## config.mk

```make
export PLATFORM = sky130hd
export DESIGN_NAME = alarm_unit
export DESIGN_NICKNAME = d
export VERILOG_FILES = /design/src/rtl/alarm_pkg.sv /design/src/rtl/alarm_regs.sv /design/src/rtl/alarm_mode_dec.sv /design/src/rtl/alarm_match.sv /design/src/rtl/alarm_unit.sv
export SDC_FILE = /design/constraint.sdc
export NUM_CORES = 1
export LEC_CHECK = 0
export ABC_AREA = 1
export BUFFER_PORTS_ARGS = -buffer_cell sky130_fd_sc_hd__buf_4
export CORE_UTILIZATION = 51
export CTS_BUF_LIST = sky130_fd_sc_hd__clkbuf_4
export DETAILED_ROUTE_END_ITERATION = 16
export GPL_TIMING_DRIVEN = 0
export MAX_ROUTING_LAYER = met4
export PLACE_DENSITY = 0.78
export SLEW_MARGIN = 20
export SYNTH_ARGS = -nofsm -noshare
export SYNTH_HDL_FRONTEND = slang
export SYNTH_SLANG_ARGS = --single-unit
export TNS_END_PERCENT = 50
```

## constraint.sdc

```tcl
create_clock -name clk -period 1.1 [get_ports clk]
set_clock_uncertainty 0.05 [all_clocks]
set_input_delay 0.055 -clock clk [delete_from_list [all_inputs] [get_ports clk]]
set_output_delay 0.055 -clock clk [all_outputs]
set_load 0.01 [all_outputs]
```

## src/rtl/alarm_pkg.sv

```systemverilog
package alarm_pkg;
  localparam int FIELD_CNT = 4;
  localparam int FLD_SEC   = 0;
  localparam int FLD_MIN   = 1;
  localparam int FLD_HOUR  = 2;
  localparam int FLD_DATE  = 3;
  localparam int ADR_CTRL  = 4;
  localparam int MASK_BIT  = 7;

  typedef enum logic [2:0] {
    RPT_MONTH,
    RPT_DAY,
    RPT_HOUR,
    RPT_MINUTE,
    RPT_SECOND
  } rpt_mode_e;

  // tens * 10 + units of an already-trimmed BCD byte
  function automatic int unsigned bcd_value(input logic [7:0] v);
    return 32'(v[7:4]) * 10 + 32'(v[3:0]);
  endfunction

  // compared bits of each field
  function automatic logic [7:0] field_bits(input int idx);
    return (idx < 2) ? 8'h7F : 8'h3F;
  endfunction
endpackage

```

## src/rtl/alarm_regs.sv

```systemverilog
module alarm_regs
  import alarm_pkg::*;
#(
  parameter int ADDR_W = 3,
  parameter int DATA_W = 8
) (
  input  logic                           clk,
  input  logic                           rst_n,
  input  logic                           we_i,
  input  logic [ADDR_W-1:0]              addr_i,
  input  logic [DATA_W-1:0]              wdata_i,
  output logic [DATA_W-1:0]              rdata_o,
  output logic [FIELD_CNT-1:0][DATA_W-1:0] alarm_o,
  output logic                           irq_en_o
);
  logic [FIELD_CNT-1:0][DATA_W-1:0] alarm_q;
  logic [FIELD_CNT-1:0]             wr_hit;
  logic [FIELD_CNT-1:0]             accept;
  logic                             en_q;

  always_comb begin
    for (int i = 0; i < FIELD_CNT; i++)
      wr_hit[i] = we_i && (addr_i == ADDR_W'(i));
    accept[FLD_SEC]  = bcd_value(wdata_i & 8'h7F) <= 59;
    accept[FLD_MIN]  = bcd_value(wdata_i & 8'h7F) <= 59;
    accept[FLD_HOUR] = bcd_value(wdata_i & 8'h3F) <= 23;
    accept[FLD_DATE] = bcd_value(wdata_i & 8'h3F) != 0;
  end

  always_ff @(posedge clk or negedge rst_n) begin
    if (!rst_n) begin
      alarm_q <= '0;
      en_q    <= 1'b0;
    end else begin
      for (int i = 0; i < FIELD_CNT; i++)
        if (wr_hit[i] && accept[i]) alarm_q[i] <= wdata_i;
      if (we_i && addr_i == ADDR_W'(ADR_CTRL)) en_q <= wdata_i[0];
    end
  end

  always_comb begin
    rdata_o = '0;
    if (addr_i < ADDR_W'(FIELD_CNT)) rdata_o = alarm_q[addr_i[1:0]];
    else if (addr_i == ADDR_W'(ADR_CTRL)) rdata_o = {{(DATA_W-1){1'b0}}, en_q};
  end

  assign alarm_o  = alarm_q;
  assign irq_en_o = en_q;

  p_sec_legal_r2: assert property (@(posedge clk) disable iff (!rst_n)
    bcd_value(alarm_q[FLD_SEC] & 8'h7F) <= 59);
  p_min_legal_r2: assert property (@(posedge clk) disable iff (!rst_n)
    bcd_value(alarm_q[FLD_MIN] & 8'h7F) <= 59);
  p_hour_legal_r3: assert property (@(posedge clk) disable iff (!rst_n)
    bcd_value(alarm_q[FLD_HOUR] & 8'h3F) <= 23);
  p_date_zero_kept_r4: assert property (@(posedge clk) disable iff (!rst_n)
    (we_i && addr_i == ADDR_W'(FLD_DATE) && wdata_i[5:0] == 6'd0)
      |=> $stable(alarm_q[FLD_DATE]));
  p_ctrl_upper_zero_r5: assert property (@(posedge clk) disable iff (!rst_n)
    (addr_i == ADDR_W'(ADR_CTRL)) |-> (rdata_o[DATA_W-1:1] == '0));
endmodule

```

## src/rtl/alarm_mode_dec.sv

```systemverilog
module alarm_mode_dec
  import alarm_pkg::*;
(
  input  logic [FIELD_CNT-1:0] flags_i,
  output rpt_mode_e            mode_o,
  output logic [FIELD_CNT-1:0] cmp_en_o
);
  // flags_i[i] is the don't-care flag of field i (date is the top index)
  always_comb begin
    unique case (flags_i)
      4'b0000: begin mode_o = RPT_MONTH;  cmp_en_o = 4'b1111; end
      4'b1000: begin mode_o = RPT_DAY;    cmp_en_o = 4'b0111; end
      4'b1100: begin mode_o = RPT_HOUR;   cmp_en_o = 4'b0011; end
      4'b1110: begin mode_o = RPT_MINUTE; cmp_en_o = 4'b0001; end
      default: begin mode_o = RPT_SECOND; cmp_en_o = 4'b0000; end
    endcase
  end
endmodule

```

## src/rtl/alarm_match.sv

```systemverilog
module alarm_match
  import alarm_pkg::*;
#(
  parameter int DATA_W = 8
) (
  input  logic [FIELD_CNT-1:0][DATA_W-1:0] alarm_i,
  input  logic [FIELD_CNT-1:0][DATA_W-1:0] tod_i,
  input  logic [FIELD_CNT-1:0]             cmp_en_i,
  output logic                             hit_o
);
  logic [FIELD_CNT-1:0] eq;

  for (genvar g = 0; g < FIELD_CNT; g++) begin : g_cmp
    localparam logic [DATA_W-1:0] KEEP = DATA_W'(field_bits(g));
    assign eq[g] = (alarm_i[g] & KEEP) == (tod_i[g] & KEEP);
  end

  assign hit_o = &(~cmp_en_i | eq);
endmodule

```

## src/rtl/alarm_unit.sv

```systemverilog
module alarm_unit
  import alarm_pkg::*;
#(
  parameter int ADDR_W = 3,
  parameter int DATA_W = 8
) (
  input  logic              clk,
  input  logic              rst_n,
  input  logic              reg_we_i,
  input  logic [ADDR_W-1:0] reg_addr_i,
  input  logic [DATA_W-1:0] reg_wdata_i,
  output logic [DATA_W-1:0] reg_rdata_o,
  input  logic [6:0]        tod_sec_i,
  input  logic [6:0]        tod_min_i,
  input  logic [5:0]        tod_hour_i,
  input  logic [5:0]        tod_date_i,
  input  logic              sec_tick_i,
  output logic              alarm_irq_o
);
  logic [FIELD_CNT-1:0][DATA_W-1:0] alarm_w;
  logic [FIELD_CNT-1:0][DATA_W-1:0] tod_w;
  logic [FIELD_CNT-1:0]             flags_w;
  logic [FIELD_CNT-1:0]             cmp_en_w;
  rpt_mode_e                        mode_w;
  logic                             irq_en_w;
  logic                             hit_w;
  logic                             irq_q;

  assign tod_w[FLD_SEC]  = DATA_W'(tod_sec_i);
  assign tod_w[FLD_MIN]  = DATA_W'(tod_min_i);
  assign tod_w[FLD_HOUR] = DATA_W'(tod_hour_i);
  assign tod_w[FLD_DATE] = DATA_W'(tod_date_i);

  for (genvar g = 0; g < FIELD_CNT; g++) begin : g_flag
    assign flags_w[g] = alarm_w[g][MASK_BIT];
  end

  alarm_regs #(.ADDR_W(ADDR_W), .DATA_W(DATA_W)) u_regs (
    .clk(clk), .rst_n(rst_n), .we_i(reg_we_i), .addr_i(reg_addr_i),
    .wdata_i(reg_wdata_i), .rdata_o(reg_rdata_o), .alarm_o(alarm_w),
    .irq_en_o(irq_en_w)
  );

  alarm_mode_dec u_mode (
    .flags_i(flags_w), .mode_o(mode_w), .cmp_en_o(cmp_en_w)
  );

  alarm_match #(.DATA_W(DATA_W)) u_match (
    .alarm_i(alarm_w), .tod_i(tod_w), .cmp_en_i(cmp_en_w), .hit_o(hit_w)
  );

  always_ff @(posedge clk or negedge rst_n) begin
    if (!rst_n) irq_q <= 1'b0;
    else        irq_q <= sec_tick_i && irq_en_w && hit_w;
  end

  assign alarm_irq_o = irq_q;

  p_pulse_needs_tick_r11: assert property (@(posedge clk) disable iff (!rst_n)
    alarm_irq_o |-> $past(sec_tick_i && irq_en_w));
  p_every_second_r10: assert property (@(posedge clk) disable iff (!rst_n)
    (sec_tick_i && irq_en_w && mode_w == RPT_SECOND) |=> alarm_irq_o);
  p_month_sec_miss_r6: assert property (@(posedge clk) disable iff (!rst_n)
    (sec_tick_i && mode_w == RPT_MONTH &&
     alarm_w[FLD_SEC][6:0] != tod_sec_i) |=> !alarm_irq_o);
endmodule

```

* Word-level counts from Yosys, hierarchy flattened
Index checks and enable logic that the tools add are counted.
** Word-level totals
- Flip-flop bits (word level) :: 34
- Input port bits :: 41
- Logic and storage cells :: 47
** Operators by class
- Add/sub/neg operators :: 2
- Multiply operators :: 2
- Magnitude comparators :: 4
- Equal/unequal tests :: 11
- Muxes and demuxes :: 5
- Bitwise operators :: 2
- Reductions and logical operators :: 15
** Operators by type and width (number)
- 32-bit by 5-bit <= comparator with 1-bit output, second input constant :: 1
- 32-bit by 6-bit <= comparator with 1-bit output, second input constant :: 1
- 32-bit nonzero test :: 1
- 8-bit by 4-bit adder with 9-bit output :: 2
- 8-bit binary-select mux with 2-bit select :: 1
- 8-bit 2-to-1 mux :: 2
- 4-bit one-hot mux with 4 select lines :: 1
- 7-bit == test :: 2
- 4-bit == test, second input constant :: 3
- 6-bit == test :: 2
- 1-bit logical AND :: 11
- 3-bit by 2-bit == test with 1-bit output, second input constant :: 2
- 3-bit by 3-bit multiplier with 6-bit output, second input constant :: 1
- 2-bit by 3-bit multiplier with 5-bit output, second input constant :: 1
- 4-bit zero test :: 1
- 4-bit NOT :: 1
- 4-bit bitwise OR :: 1
- 4-bit AND reduction :: 1
- 3-bit by 1-bit == test with 1-bit output, second input constant :: 1
- 3-bit == test, second input constant :: 1
- 3-bit zero test :: 1
- 2-bit by 3-bit less-than comparator with 1-bit output, second input constant :: 1
- 3-bit less-than comparator, second input constant :: 1
- 1-bit 2-to-1 mux :: 1

* Longest topological paths before layout
- Depth in word-level cells :: 6
- Depth in mapped cells :: 14
- Gate-level depth less buffers :: 14

* Hierarchy
From an unflattened synthesis, not the netlist that was laid out.
** Second synthesis, totals
- Cell total of the unflattened synthesis :: 375
- Area, all modules :: 2498.6 um2
** Modules (own cells, without submodules)
- alarm_regs :: instances 1, cells an instance 228, area each 1873.0 um2, seq. area each 825.8 um2
- alarm_match :: instances 1, cells an instance 120, area each 493.0 um2, seq. area each 0.0 um2
- alarm_mode_dec :: instances 1, cells an instance 22, area each 90.1 um2, seq. area each 0.0 um2
- alarm_unit :: instances 1, cells an instance 5, area each 42.5 um2, seq. area each 25.0 um2

* Worst setup path after synthesis
No wires, ideal clock.
- Path kind :: input -> register
- Start :: input reg_wdata_i[1]
- End :: register u_regs.alarm_q (netlist bit u_regs.alarm_o[27])
- Setup time :: 74 ps
- Arrival time :: 1525 ps
- Required time :: 976 ps
- Path slack :: -549 ps
- Cell stages on the path :: 10
- Path buffers :: 1
- Cell sequence :: ha_1 -> fa_1 -> xnor2_1 -> nand2_1 -> nor2_1 -> nand2_2 -> nand2_4 -> buf_8 -> nand2_1 -> o21ai_2
** Between the ends
- Cells in the longest elaborated chain, start to end :: 3
** RTL lines
- from (decl) :: line alarm_unit.sv:11 : input logic [DATA_W-1:0] reg_wdata_i,
- 8-bit by 4-bit adder with 9-bit output :: line alarm_pkg.sv:20 : return 32'(v[7:4]) * 10 + 32'(v[3:0]);
- 32-bit nonzero test :: line alarm_regs.sv:27 : accept[FLD_DATE] = bcd_value(wdata_i & 8'h3F) != 0;
- 1-bit logical AND :: line alarm_regs.sv:36 : if (wr_hit[i] && accept[i]) alarm_q[i] <= wdata_i;
- to (signal, indexed assignment) :: line alarm_regs.sv:36
- to (decl) :: line alarm_regs.sv:16 : logic [FIELD_CNT-1:0][DATA_W-1:0] alarm_q;
No other way between the ends.
A chain may end at the register's enable or synchronous reset.

* Worst setup path after layout
- Start :: register u_regs.alarm_q (netlist bit u_regs.alarm_o[6])
- End :: output reg_rdata_o[6]
** Between the ends
- Cells in the longest elaborated chain, start to end :: 3
** RTL lines
- 8-bit binary-select mux with 2-bit select :: line alarm_regs.sv:43 : if (addr_i < ADDR_W'(FIELD_CNT)) rdata_o = alarm_q[addr_i[1:0]];
- 8-bit 2-to-1 mux (not written as such) :: line alarm_regs.sv:43
- 8-bit 2-to-1 mux :: line alarm_regs.sv:43
- to (decl) :: line alarm_unit.sv:12 : output logic [DATA_W-1:0] reg_rdata_o,
No other way between the ends. The select of a mux whose other input is x is not followed.

==> results.json <==
{
  "cts_buffers": 5,
  "grt_max_degree": 35,
  "failed_checks": "negative setup slack",
  "dpl.cell_count": 404,
  "slew_headroom": 0.634,
  "antenna_found_initial": 0,
  "drive_gt1_frac": 0.401,
  "synth_edf_count": 0,
  "min_period_ns": 1.44,
  "h-tree-depth": 2,
  "ys_seq_area_frac": 0.357,
  "final_core_util": 0.769,
  "synth.avg_cell_area_um2": 7.80,
  "initial_utilization": 0.541,
  "rows": 24,
  "worstPathMaxFanout": 4,
  "drt_pre_antenna_iters": 4,
  "p_per_area_nw_per_um2": 1390,
  "post-place-ws_ns": -0.754,
  "leakagePower_nw": 1.64,
  "hold_violations": 0,
  "final_area_um2": 3400,
  "hold_path_depth": 3,
  "yosys_warnings": 0,
  "dpl.hpwl_um": 4650,
  "reg2reg_depth": 7,
  "ir_drop_uv": 868,
  "fmax_mhz": 693,
  "nets": 436,
  "clockBufferDepth": 2,
  "slew_viol_final": 0,
  "routedWlPerCell_um": 16.5,
  "min_period_over_period": 1.31,
  "grt_usage": 0.318,
  "syn_nets": 355,
  "required_ns": 1.00,
  "ant_nets": 0,
  "vias": 2421,
  "min_from": "reg_wdata_i[2]",
  "setup_viol": 41,
  "synthCells": 306,
  "placed_area_um2": 2850,
  "diodes": 0,
  "wirelength_um": 7240,
  "rrSetupSlack_ns": -0.26,
  "clk_latency_ns": 0.35,
  "synth.distinct_cells": 36,
  "syn_area_um2": 2390,
  "first_global_vias": 2519,
  "cts-root-buf": "clkbuf_4",
  "viasPerCell": 5.51,
  "startpoint_type": "register",
  "worst_pin_slew_ns": 0.547,
  "synthArstFlopShare": 1.00,
  "crit_arrival_ns": 1.34,
  "setup.worst_path.class": "register to primary output",
  "area_delta_synth_final_pct": 42.3,
  "io_buffers": 46,
  "chipWidth_um": 70.4,
  "r2r_end": "alarm_irq_o",
  "instances_no_fill": 439,
  "drtIter0Drc": 219,
  "rr_startpoint": "u_regs.alarm_o[29]",
  "ys_seq_elements": 34,
  "clock-sinks": 34,
  "critPathCaptureType": "primary output",
  "final_cell_mix": "80 x nand2_1, 60 x buf_4, 34 x dfrtp_1",
  "ys.flop_type": "dfrtp_1",
  "status": "complete, but fails checks",
  "cap_violations": 0,
  "tritoncts": "built",
  "grt_pass1_wl_um": 11800,
  "die_area_um2": 4960,
  "hp-class": "input pin to register",
  "mostFrequentLayoutCell": "nand2_1",
  "overflow": 0,
  "io_pins": 50,
  "layout_setup_ws_ns": -0.343,
  "hold_slack_ns": 0.00873,
  "clk_transition_reported_paths_ns": 0.10,
  "grt_setup_unrepaired": "true",
  "die_h_um": 70.4,
  "core_um2": 4410,
  "whs_endpoint": "u_regs.alarm_o[18]",
  "drcViolationCount": 0,
  "gp_congestion": 0.883
}
[worst max-delay path, stage by stage (launching register included)]
cell and delay (ns):
dfrtp_1 0.44, a22oi_2 0.22, a31oi_1 0.15, buf_4 0.17
[metrics by stage]
step,setup TNS [ns],power [W]
after floorplan,-12.46,0.00285
after global placement,-22.98,0.00329
after detailed placement,-23.67,0.00334
after CTS,-9.94,0.00455
after global routing,-15.24,0.00499
final,-11.35,0.00471
[where the power goes]
group	leakage [nW]	switching [W]	total [W]	internal, W
Sequential	0.430	0.000307	0.00186	0.00155
Clock	0.0387	0.000447	0.000906	0.000459
Combinational	1.17	0.000989	0.00194	0.000955
Total	1.64	0.00174	0.00471	0.00297
[what timing repair did]
action / in CTS / in global routing
hold endpoints to repair: 57 / 0
cloned: 1 / 0
resized for setup: 41 / 11
hold buffers: 11 / 0
endpoints found under the setup margin: 41 / 41
pin swaps: 26 / 8
buffers inserted: 15 / 1
[how the worst max path moves through the flow]
stage,start,endpoint,slack (ns),cells after the start
5_1_grt,reg_wdata_i[4],u_regs.alarm_o[27],-0.45,11
2_1_floorplan,reg_wdata_i[4],u_regs.alarm_o[0],-0.42,14
3_5_place_dp,reg_wdata_i[4],u_regs.alarm_o[13],-0.75,15
4_1_cts,u_regs.alarm_o[31],reg_rdata_o[7],-0.34,5
3_3_place_gp,reg_wdata_i[4],u_regs.alarm_o[13],-0.73,15
6_report,u_regs.alarm_o[6],reg_rdata_o[6],-0.34,3
[cell usage after synthesis (2+ instances only)]
library cell,count,area share
nand2_1,84,0.13
dfrtp_1,34,0.36
nand3_1,34,0.071
inv_1,26,0.041
nor2_1,20,0.031
o21ai_2,17,0.062
nand2_2,11,0.029
xor2_1,11,0.040
xnor2_1,8,0.029
ha_1,7,0.037
a21oi_1,6,0.013
a221oi_1,4,0.015
nor3_1,4,0.0084
a22oi_1,3,0.0094
a31oi_1,3,0.0079
inv_2,3,0.0047
o22ai_1,3,0.0079
or2_0,3,0.0079
buf_4,2,0.0063
buf_6,2,0.0094
nand4_1,2,0.0052
nor2_2,2,0.0052
nor3_4,2,0.014
o21ai_1,2,0.0042
or2_1,2,0.0052
[registers in the layout, summed over array words and instances, names as in the netlist]
| signal | flops |
|---|---|
| alarm_irq_o | 1 |
| u_regs.alarm_o | 32 |
| u_regs.irq_en_o | 1 |
[layer usage]
metal  vias to the layer above  global-route usage  wire (µm)
met5                         -                   -          0
li1                       1162                   -          -
met2                        88               0.538       3790
met3                        23              0.0620        383
met4                         0               0.142        259
met1                      1148               0.363       2810
[logic make-up (layout without fill, tap and decap cells)]
group / count (synthesis) / after routing / share of synthesized area
buffers and inverters: 37 / 118 / 0.0750
flip-flops: 34 / 34 / 0.357
AND/OR/NAND/NOR: 168 / 168 / 0.329
adder cells (fa/ha/maj): 8 / 8 / 0.0451
AO/OA/AOI/OAI: 40 / 40 / 0.124
XOR/XNOR: 19 / 19 / 0.0697
[cell type report]
type / count / area (µm²)
Timing Repair Buffer: 74 / 619
Clock inverter: 2 / 33.8
Fill cell: 327 / 1020
Sequential cell: 34 / 851
Clock buffer: 5 / 37.5
Buffer: 6 / 61.3
Inverter: 31 / 121
Tap cell: 52 / 65.1
Multi-Input combinational cell: 235 / 1610
Power figures use the tool's default switching activity.
